<file path="config.mk">
export PLATFORM = sky130hd
export DESIGN_NAME = coef_stage_loader
export DESIGN_NICKNAME = d
export VERILOG_FILES = /design/src/rtl/coef_stage_loader.sv
export SDC_FILE = /design/constraint.sdc
export NUM_CORES = 2
export LEC_CHECK = 0
export ABC_CLOCK_PERIOD_IN_PS = 4100
export CAP_MARGIN = 40
export CORE_MARGIN = 2
export CORE_UTILIZATION = 55
export DETAILED_ROUTE_END_ITERATION = 8
export PLACE_DENSITY = 0.79
export SYNTH_ARGS = -nofsm -noshare
export SYNTH_HDL_FRONTEND = slang
export SYNTH_SLANG_ARGS = --single-unit
</file>
<file path="constraint.sdc">
create_clock -name clk -period 4.1 [get_ports clk]
set_input_delay 0.82 -clock clk [delete_from_list [all_inputs] [get_ports clk]]
set_output_delay 0.82 -clock clk [all_outputs]
set_load 0.005 [all_outputs]
</file>
<file path="src/rtl/coef_stage_loader.sv">
module coef_stage_loader #(
  parameter int NSTAGE = 5,
  parameter int WORD_W = 16,
  parameter int NPHASE = 16,
  parameter int ADDR_W = 4,
  localparam int PH_W  = $clog2(NPHASE),
  localparam int ROW_W = NSTAGE * WORD_W
) (
  input  logic              clk,
  input  logic              rst_n,
  input  logic              wr_en,
  input  logic [ADDR_W-1:0] wr_addr,
  input  logic [WORD_W-1:0] wr_data,
  input  logic [PH_W-1:0]   rd_phase,
  output logic [ROW_W-1:0]  rd_coef,
  output logic [PH_W-1:0]   phase,
  output logic              bank_valid,
  output logic              seq_err
);

  logic [NSTAGE-1:0][WORD_W-1:0] stage_q;
  logic [NSTAGE-1:0]             seen_q;
  logic [NPHASE-1:0][ROW_W-1:0]  bank_q;
  logic [PH_W-1:0]               phase_q;
  logic                          valid_q;
  logic                          err_q;

  wire hit_trig = wr_en && (wr_addr == ADDR_W'(NSTAGE));
  wire hit_ctrl = wr_en && (wr_addr == ADDR_W'(NSTAGE + 1));
  wire all_seen = &seen_q;
  wire commit   = hit_trig && all_seen;
  wire restart  = hit_ctrl && wr_data[0];
  wire err_clr  = hit_ctrl && wr_data[1];
  wire last_ph  = (phase_q == PH_W'(NPHASE - 1));

  always_ff @(posedge clk or negedge rst_n) begin
    if (!rst_n) begin
      stage_q <= '0;
    end else begin
      for (int k = 0; k < NSTAGE; k++)
        if (wr_en && wr_addr == ADDR_W'(k)) stage_q[k] <= wr_data;
    end
  end

  always_ff @(posedge clk or negedge rst_n) begin
    if (!rst_n) begin
      seen_q <= '0;
    end else if (commit) begin
      seen_q <= '0;
    end else begin
      for (int k = 0; k < NSTAGE; k++)
        if (wr_en && wr_addr == ADDR_W'(k)) seen_q[k] <= 1'b1;
    end
  end

  always_ff @(posedge clk or negedge rst_n) begin
    if (!rst_n)      bank_q <= '0;
    else if (commit) bank_q[phase_q] <= stage_q;
  end

  always_ff @(posedge clk or negedge rst_n) begin
    if (!rst_n)       phase_q <= '0;
    else if (restart) phase_q <= '0;
    else if (commit)  phase_q <= last_ph ? '0 : phase_q + 1'b1;
  end

  always_ff @(posedge clk or negedge rst_n) begin
    if (!rst_n)                  valid_q <= 1'b0;
    else if (restart)            valid_q <= 1'b0;
    else if (commit && last_ph)  valid_q <= 1'b1;
  end

  always_ff @(posedge clk or negedge rst_n) begin
    if (!rst_n)                       err_q <= 1'b0;
    else if (hit_trig && !all_seen)   err_q <= 1'b1;
    else if (err_clr)                 err_q <= 1'b0;
  end

  assign rd_coef    = bank_q[rd_phase];
  assign phase      = phase_q;
  assign bank_valid = valid_q;
  assign seq_err    = err_q;

  p_phase_quiet_r3: assert property (@(posedge clk) disable iff (!rst_n)
    !(hit_trig || hit_ctrl) |=> $stable(phase_q));

  p_bank_quiet_r8: assert property (@(posedge clk) disable iff (!rst_n)
    !commit |=> $stable(bank_q));

  p_reject_r4: assert property (@(posedge clk) disable iff (!rst_n)
    (hit_trig && !all_seen) |=> (err_q && $stable(phase_q) && $stable(bank_q)));

  p_flags_clear_r5: assert property (@(posedge clk) disable iff (!rst_n)
    commit |=> (seen_q == '0));

  p_valid_hold_r6: assert property (@(posedge clk) disable iff (!rst_n)
    (valid_q && !restart) |=> valid_q);

  p_valid_rise_r6: assert property (@(posedge clk) disable iff (!rst_n)
    $rose(valid_q) |-> ($past(phase_q) == PH_W'(NPHASE - 1)));

  p_err_sticky_r7: assert property (@(posedge clk) disable iff (!rst_n)
    (err_q && !err_clr) |=> err_q);

endmodule

</file>
==> results_dict.tcl <==
set metrics [dict create \
    status "finished clean" \
    synth_nets 3725 \
    hold_path_class "in2async" \
    cpLargestDelayFamily "buffers and inverters" \
    crit_type "in2out" \
    tightestPinTransition_ps 914 \
    rows 122 \
    dp.cells 5083 \
    start_util 0.552 \
    finalCriticalPeriod_ps 3890 \
    ys_ff_latch 1371 \
    grtUsageMet1 0.378 \
    area_delta_synth_final_pct 13.4 \
    clkLatencyLatePin_ps 760 \
    gp_congestion 0.757 \
    drc 0 \
    rsz0062_at_grt "false" \
    ys_warn_count 0 \
    wl_per_cell_um 27.2 \
    placed_area_sq_mm 0.0642 \
    crit_chain "clkdlybuf4s50_1 -> nor2b_4 -> buf_12 -> a22oi_1 -> nand2_1 -> clkdlybuf4s50_1" \
    final_max_slew_viol_count 0 \
    routed_via_density 6.26 \
    total_power_mw 29.6 \
    postSynthCellCount 3694 \
    ys_types 37 \
    use_met2 0.418 \
    cts_sinks 1371 \
    antenna_found_initial 9 \
    whs_ps 23.7 \
    design_area_sq_mm 0.0691 \
    synth_area_leader_cell "dfrtp_1" \
    drive_gt1_frac 0.526 \
    cts_tree "built" \
    vias 33400 \
    grt_pass1_wl_um 226000 \
    clkTransAtPathRegs_ps 60 \
    place_ws_ps 264 \
    end_kind "output pin" \
    p_leak_nw 34.3 \
    clockBufferDepth 3 \
    maxCapViolCount 0 \
    synth_seq_area_share 0.563 \
    dp_hpwl_um 80200 \
    busiest_layer "met2" \
    cts-resized-gates 0 \
    power.density_mw_per_mm2 428 \
    grt_max_degree 142 \
    cp_max_fo 46 \
    cts_hold_buf 0 \
    root_buffer "clkbuf_16" \
    relSlewSlack 0.389 \
    finalNonFillerCells 5340 \
    critPathRequiredTime_ps 3280 \
    yosys-top-cells-area "dfrtp_1 (56%), mux2_2 (22%), mux4_2 (12%), mux2_4 (3.9%), a22oi_1 (2.0%)" \
    cp.arrival_ps 3070 \
    post_cts_buffers 0 \
    routed_wl_um 145000 \
    worstSetupStartpointType "input pin" \
    ant_nets 0 \
    grt_pass1_vias 36300 \
    htree_num_levels 4 \
    fmax_ghz 0.257 \
    drt_iter0_drc 2510 \
    use_met3 0.0557 \
    syn_area_per_cell_sq_um 16.5 \
    skew_ps 20.9 \
    nets 3770 \
    crit_slowest_cell "clkdlybuf4s50_1" \
    vdd_drop_max_uv 318 \
    crit_top_cell "clkdlybuf4s50_1" \
    finalCritPeriodShare 0.949 \
    utilization 0.626 \
    grt_remaining_overflow 0 \
    numCtsBuffers 142 \
    drtPass1Iterations 5 \
    grt_usage 0.265 \
    die_h_um 337 \
    syn_area_sq_mm 0.0610 \
    die_x_um 337 \
    path_buf_inv 3 \
    synth_top_area_share 0.563 \
    hold_violations 0 \
    max_stage_delay_ps 570 \
    port_buffers 112 \
    die_area_sq_mm 0.114 \
    finalSetupViolCount 0 \
    io_pins 113 \
    fin_setup_tns_ps 0 \
    setup_ws_ps 211 \
    core_area_sq_mm 0.110 \
]
[layer usage]
metal  part of all wire  up-vias
met5            0.00017        -
met4              0.024        4
met3              0.060      229
met2               0.48      874
met1               0.44    18400
li1                   -    13900
[kinds of logic (layout without fill, tap and decap cells)]
logic type,count (synthesis),count (layout),share of synthesized area
and+or+nand+nor,131,131,0.0104
buffers and inverters,337,494,0.0259
AOI/OAI and AO/OA,169,169,0.0205
other,0,1,0
DFF,1371,1371,0.563
muxes,1681,1681,0.379
adders and majority gates,4,4,0.000821
xor gates and xnor gates,1,1,0.000144
[placed cells by master (no fill, tap or decap), types with 5 or more instances in the layout]
master / instances
a21oi_1: 5
a22oi_1: 160
buf_12: 66
buf_4: 51
bufinv_16: 13
clkbuf_1: 30
clkbuf_16: 143
clkbuf_8: 25
clkdlybuf4s50_1: 109
clkinv_2: 25
clkinv_8: 5
clkinvlp_4: 5
dfrtp_1: 1371
inv_1: 6
mux2_1: 16
mux2_2: 1184
mux2_4: 160
mux4_2: 320
nand2_1: 83
nand4b_1: 8
nor2_1: 10
[report_power, final]
| part | leakage (nW) | internal, mW | switching [mW] | total [mW] |
|---|---|---|---|---|
| Clock | 2.38 | 7.78 | 5.54 | 13.3 |
| Combinational | 12.9 | 0.723 | 0.772 | 1.50 |
| Sequential | 19.0 | 13.8 | 0.923 | 14.8 |
| Total | 34.3 | 22.3 | 7.23 | 29.6 |
[flip-flops by register name, summed over array words and instances, names as in the netlist]
name,cells
phase,4
seen_q,5
seq_err,1
stage_q,80
bank_valid,1
bank_q,1280
[worst paths after layout]
check | slack [ps] | from | to | depth (start not counted)
min in group clk | 490 | bank_q[1278] | bank_q[1278] | 1
worst min-delay path | 20 | rst_n | bank_q[57] | 1
max in group asynchronous | 2910 | rst_n | bank_q[1276] | 2
worst min register to register | 490 | bank_q[1278] | bank_q[1278] | 1
worst max register to register | 1460 | seen_q[4] | bank_q[999] | 5
worst max-delay path | 210 | rd_phase[2] | rd_coef[32] | 6
[final cells by class]
type / instances / area [sq um]
antenna: 1 / 2.50
multi-input combinational: 1986 / 25100
clock buffer: 198 / 4040
tap: 1488 / 1860
inverter: 6 / 22.5
clock inverter: 58 / 831
sequential: 1371 / 34300
fill: 7623 / 41300
timing repair buffer: 232 / 2910
[worst reg2reg max path: stages, from the launching register on]
cell     delay [ps]
dfrtp_1         350
and4_1          240
and4_1          500
nand4_1         610
buf_12          460
mux2_2          350
[synthesized netlist by cell type, drive strengths merged]
| cell type | instances |
|---|---|
| clkbuf | 153 |
| nand4b | 8 |
| and3b | 2 |
| mux4 | 320 |
| and4 | 2 |
| dfrtp | 1371 |
| a211oi | 1 |
| nor2 | 11 |
| and2b | 1 |
| and2 | 1 |
| nand4 | 5 |
| nand3 | 6 |
| o21ai | 2 |
| a21oi | 5 |
| and3 | 1 |
| nor2b | 3 |
| nand2 | 83 |
| or3 | 2 |
| xnor2 | 1 |
| nor3b | 2 |
| mux2 | 1360 |
| buf | 178 |
| inv | 6 |
| ha | 4 |
| a21boi | 1 |
| nor4bb | 1 |
| mux2i | 1 |
| or4b | 2 |
| nor3 | 1 |
| a22oi | 160 |
Power figures use the tool's default switching activity.
